===== src/rtl/fpcc_pkg.sv =====
package fpcc_pkg;

  localparam int WORD_W    = 64;
  localparam int MAG_W     = WORD_W - 1;
  localparam int SP_EXP_W  = 8;
  localparam int SP_FRAC_W = 23;
  localparam int DP_EXP_W  = 11;
  localparam int DP_FRAC_W = 52;

  typedef enum logic [1:0] {
    CC_EQ = 2'd0,
    CC_LT = 2'd1,
    CC_GT = 2'd2,
    CC_UN = 2'd3
  } cc_e;

  typedef struct packed {
    logic             sign;
    logic [MAG_W-1:0] mag;
    logic             nan;
    logic             snan;
    logic             zero;
  } opnd_t;

  // Same-sign ordering of two magnitudes; neg reverses the sense.
  function automatic cc_e mag_order(input logic [MAG_W-1:0] ma,
                                    input logic [MAG_W-1:0] mb,
                                    input logic             neg);
    cc_e r;
    if (ma == mb)            r = CC_EQ;
    else if ((ma < mb) ^ neg) r = CC_LT;
    else                     r = CC_GT;
    return r;
  endfunction

  // Order of two non-NaN operands of differing sign.
  function automatic cc_e sign_order(input logic sa);
    return sa ? CC_LT : CC_GT;
  endfunction

endpackage


===== src/rtl/fpcc_unpack.sv =====
module fpcc_unpack
  import fpcc_pkg::*;
#(
  parameter int W      = WORD_W,
  parameter int EXP_S  = SP_EXP_W,
  parameter int FRAC_S = SP_FRAC_W,
  parameter int EXP_D  = DP_EXP_W,
  parameter int FRAC_D = DP_FRAC_W
) (
  input  logic [W-1:0] word,
  input  logic         is_double,
  output opnd_t        op
);
  localparam int SIGN_S = EXP_S + FRAC_S;
  localparam int SIGN_D = EXP_D + FRAC_D;

  logic exp_ones, frac_nz, frac_msb;

  always_comb begin
    if (is_double) begin
      op.sign  = word[SIGN_D];
      op.mag   = MAG_W'(word[SIGN_D-1:0]);
      exp_ones = &word[SIGN_D-1:FRAC_D];
      frac_nz  = |word[FRAC_D-1:0];
      frac_msb = word[FRAC_D-1];
    end else begin
      op.sign  = word[SIGN_S];
      op.mag   = MAG_W'(word[SIGN_S-1:0]);
      exp_ones = &word[SIGN_S-1:FRAC_S];
      frac_nz  = |word[FRAC_S-1:0];
      frac_msb = word[FRAC_S-1];
    end
    op.nan  = exp_ones & frac_nz;
    op.snan = exp_ones & frac_nz & ~frac_msb;
    op.zero = (op.mag == '0);
  end
endmodule


===== src/rtl/fpcc_order.sv =====
module fpcc_order
  import fpcc_pkg::*;
(
  input  logic             sign_a,
  input  logic [MAG_W-1:0] mag_a,
  input  logic             nan_a,
  input  logic             zero_a,
  input  logic             sign_b,
  input  logic [MAG_W-1:0] mag_b,
  input  logic             nan_b,
  input  logic             zero_b,
  output cc_e              cc
);
  always_comb begin
    if (nan_a || nan_b)        cc = CC_UN;
    else if (zero_a && zero_b) cc = CC_EQ;
    else if (sign_a != sign_b) cc = sign_order(sign_a);
    else                       cc = mag_order(mag_a, mag_b, sign_a);
  end
endmodule


===== src/rtl/fpcc_top.sv =====
module fpcc_top
  import fpcc_pkg::*;
#(
  parameter int DATA_W = WORD_W,
  parameter int STAT_W = 32,
  parameter int CC_LSB = 10
) (
  input  logic              clk,
  input  logic              rst_n,
  input  logic              cmp_valid,
  input  logic              is_double,
  input  logic              signaling,
  input  logic              inv_trap_en,
  input  logic [DATA_W-1:0] src_a,
  input  logic [DATA_W-1:0] src_b,
  input  logic [STAT_W-1:0] stat_in,
  output logic              res_valid,
  output logic [STAT_W-1:0] stat_out,
  output logic              invalid_exc
);
  localparam int N_OPND = 2;
  localparam int CC_MSB = CC_LSB + 1;

  opnd_t             ops [N_OPND];
  logic [DATA_W-1:0] words [N_OPND];
  cc_e               cc_w;
  logic              nan_any_w, snan_any_w, invalid_w, inhibit_w;
  logic [STAT_W-1:0] stat_next;

  assign words[0] = src_a;
  assign words[1] = src_b;

  for (genvar g = 0; g < N_OPND; g++) begin : g_unpack
    fpcc_unpack #(.W(DATA_W)) u_unpack (
      .word      (words[g]),
      .is_double (is_double),
      .op        (ops[g])
    );
  end

  fpcc_order u_order (
    .sign_a (ops[0].sign), .mag_a (ops[0].mag),
    .nan_a  (ops[0].nan),  .zero_a (ops[0].zero),
    .sign_b (ops[1].sign), .mag_b (ops[1].mag),
    .nan_b  (ops[1].nan),  .zero_b (ops[1].zero),
    .cc     (cc_w)
  );

  assign nan_any_w  = ops[0].nan  | ops[1].nan;
  assign snan_any_w = ops[0].snan | ops[1].snan;
  assign invalid_w  = (cc_w == CC_UN) & (signaling | snan_any_w);
  assign inhibit_w  = invalid_w & inv_trap_en;

  always_comb begin
    stat_next = stat_in;
    if (!inhibit_w) stat_next[CC_MSB:CC_LSB] = cc_w;
  end

  always_ff @(posedge clk or negedge rst_n) begin
    if (!rst_n) begin
      res_valid   <= 1'b0;
      invalid_exc <= 1'b0;
      stat_out    <= '0;
    end else begin
      res_valid   <= cmp_valid;
      invalid_exc <= cmp_valid & invalid_w;
      if (cmp_valid) stat_out <= stat_next;
    end
  end
endmodule


===== config.mk =====
export PLATFORM = sky130hd
export DESIGN_NAME = fpcc_top
export DESIGN_NICKNAME = d
export VERILOG_FILES = /design/src/rtl/fpcc_pkg.sv /design/src/rtl/fpcc_unpack.sv /design/src/rtl/fpcc_order.sv /design/src/rtl/fpcc_top.sv
export SDC_FILE = /design/constraint.sdc
export NUM_CORES = 1
export LEC_CHECK = 0
export ABC_AREA = 1
export BUFFER_PORTS_ARGS = -buffer_cell sky130_fd_sc_hd__buf_4
export CORE_MARGIN = 4
export CORE_UTILIZATION = 45
export DETAILED_ROUTE_END_ITERATION = 16
export GPL_TIMING_DRIVEN = 0
export PLACE_DENSITY = 0.75
export SLEW_MARGIN = 15
export SYNTH_ARGS = -nofsm -noshare
export SYNTH_HDL_FRONTEND = slang
export SYNTH_SLANG_ARGS = --single-unit

===== constraint.sdc =====
create_clock -name clk -period 0.8 [get_ports clk]
set_input_delay 0.16 -clock clk [delete_from_list [all_inputs] [get_ports clk]]
set_output_delay 0.16 -clock clk [all_outputs]
set_load 0.05 [all_outputs]

==> key figures <==
Status
  • Status: complete, but fails checks
  • Violated checks: negative setup slack

Timing
  • Final Cycle Share: 2.40
  • Setup ws final: -1.12 ns
  • RSZ-0062 raised after global routing: yes
  • Final Hold Fails: 0
  • Tmin final: 1.92 ns
  • Final setup viols: 38
  • Max_slew headroom: 0.650
  • Pins Over Slew Limit: 0
  • Clk_skew: 0 ns
  • Fmax: 522 MHz
  • Worst Tran Pin Value: 0.519 ns

Power
  • P per Cell Area: 1070 nW/um^2
  • LEAKAGE: 3.87 nW
  • VDD IR max: 0.651 mV

Logic synthesis
  • Prevailing post-synth register cell: dfrtp_1
  • Syn_nets: 930
  • Seq/Total Area, Yosys: 0.202
  • Post-synth EDFFs: 0
  • Cells after synthesis: 701
  • Yosys cell types: 32
  • Yosys reg bits: 34
  • Ys Warns: 0
  • Syn avg cell area: 6.00 um^2
  • Share of Yosys cell area claimed by the top area cell type: 0.248
  • Cell accounting for the most synthesized area: nand2_1
  • Largest cells by area after synthesis: nand2_1, dfrtp_1, ha_1
  • Asr flop ratio synth: 1.00
  • Cell Area, Synth: 4210 um^2

Critical path
  • Startpoint type of the worst setup path: input port
  • Critical Path Source: is_double
  • CP Capture Point: stat_out[10]
  • Path depth of the worst reg2reg path: 4
  • Crit path kind: input port to flip-flop
  • Crit end category: flip-flop
  • RR Endpoint: stat_out[16]
  • CP required: 0.97 ns
  • Setup slack, reg-to-reg: -0.07 ns
  • Crit Path Max Fanout: 5
  • R2r startpoint: stat_out[16]
  • Critical Path AT: 2.09 ns

Global routing
  • Gr ovfl total: 0
  • GRT Overall Usage: 0.275
  • M3 GR Usage: 0.0352
  • Vias in the first global route: 5543
  • Top Usage Layer GRT: met2
  • Met2 usage: 0.526
  • GR Util met1: 0.315
  • Largest net degree at the start of global routing: 35
  • Initial antenna violation count: 0
  • First-pass GRT wire length: 25100 um

CTS
  • Clock Tree Buf Depth: 2
  • H-tree levels: 2
  • Clock slew at reported path FFs: 0.07 ns
  • CTS tree: built
  • CTS Sinks: 34
  • Clk_lat worst skew: 0.28 ns
  • Clk root buf: clkbuf_8
  • Num CTS Buffers: 5

Final layout
  • Final core utilization: 0.767
  • Synth-to-Final Area Change: 66.9%
  • # diodes: 0
  • Most common library cell in the layout ignoring fill and taps: nand2_1
  • Commonest cells after routing, fill and taps aside: nand2_1, buf_4, inv_1
  • Nets: 1157
  • Fin area: 7020 um^2
  • Share of cells above drive strength 1: 0.396

Floorplanning
  • DIE HEIGHT: 105 um
  • Core box area: 9150 um^2
  • IO Pins: 200
  • Die area: 11000 um^2
  • Num rows: 35
  • Initial Util: 0.460
  • Die W: 105 um

Routing
  • Routed wire length per instance: 15.8 um
  • DR DRC count: 0
  • Drt via density: 5.23
  • DR pass1 iterations: 5
  • Vias: 5441
  • Routed Antenna Nets: 0
  • DRT Wirelength: 16400 um
  • 1st-iter DRT viols: 266

Place
  • Placed instance area: 5920 um^2
  • Dpl ws: -1.46 ns
  • Routability Congestion: 0.937
  • Dpl hpwl: 12600 um
  • Buffers on Ports: 198

Job
  • Max Cap Viol: 0

Min path
  • HP Class: input port to flip-flop
[metal layers]
metal  vias to the layer above  share of wire  wire [um]
li1                       2666              -          -
met1                      2511           0.38       6260
met2                       222           0.53       8670
met3                        42          0.057        935
met4                         0          0.034        556
met5                         -              0          0
[worst max-delay path, stage by stage]
cell and delay [ns]:
clkbuf_16 0.14, buf_12 0.14, nand2_8 0.06, inv_4 0.04, ha_4 0.27, nand4_1 0.19
nor2_4 0.19, nand3b_1 0.13, inv_2 0.08, and2_4 0.14, nand2_4 0.06, nand2_2 0.08
nand2_1 0.06, nand3_1 0.09, nand2_1 0.06, nand2_1 0.06, nand2_1 0.05, nand2_1 0.06
nand2_1 0.04
[repair_timing]
item,in CTS,in global routing
hold endpoints to repair,35,0
setup endpoints to repair,37,67
gates resized for setup,85,81
hold buffers,2,0
pin swaps,20,28
gates cloned,1,7
setup buffers,7,7
[synthesized netlist by cell type, types with 2 or more instances]
master	count
nand2_1	278
inv_1	109
nor2_1	77
ha_1	63
nand4_1	36
dfrtp_1	34
nand3_1	27
a21oi_1	23
nor3_1	8
clkbuf_1	7
nor4_1	6
buf_6	5
nor2_2	3
o21ai_0	3
a21o_1	2
buf_2	2
inv_2	2
or2_2	2
[power breakdown]
part / internal (mW) / total, mW / switching, mW
Clock: 0.932 / 1.53 / 0.598
Combinational: 1.79 / 3.94 / 2.15
Sequential: 1.90 / 2.02 / 0.126
Total: 4.62 / 7.49 / 2.88
[flip-flops by register name, summed over array words and instances (netlist names)]
signal       cells
stat_out        32
invalid_exc      1
res_valid        1
[layout make-up]
type	count	area [um^2]
sequential	34	888
timing repair buffer	220	1970
tap	111	139
multi-input combinational	541	3310
inverter	111	424
buffer	15	186
clock inverter	1	30.0
fill	695	2130
clock buffer	7	76.3
[logic make-up after synthesis]
logic type                 Yosys count  share of synthesized area
DFF                                 34                      0.202
adders and majority gates           63                      0.187
buffers and inverters              126                      0.123
AOI/OAI and AO/OA                   32                     0.0431
and+or+nand+nor                    446                      0.445
[through the flow]
step / TNS, ns / hold slack [ns] / total power [mW] / instances
after floorplan: -2.65 / -0.136 / 3.81 / 701
after global placement: -10.42 / 0.123 / 5.14 / 1010
after detailed placement: -10.97 / 0.129 / 5.21 / 1010
after CTS: -9.54 / 0.0719 / 7.06 / 1028
after global routing: -10.73 / 0.0773 / 7.93 / 1040
final: -9.73 / 0.0740 / 7.49 / 1040
[worst min path at each step]
stage / endpoint / depth (start not counted) / startpoint / slack, ns
after floorplan: invalid_exc / 0 / rst_n / -0.14
after global placement: stat_out[0] / 1 / rst_n / 0.12
after detailed placement: stat_out[0] / 1 / rst_n / 0.13
after CTS: stat_out[12] / 3 / stat_in[12] / 0.07
after global routing: stat_out[4] / 3 / stat_in[4] / 0.08
final: stat_out[12] / 3 / stat_in[12] / 0.07
Power figures use the tool's default switching activity.
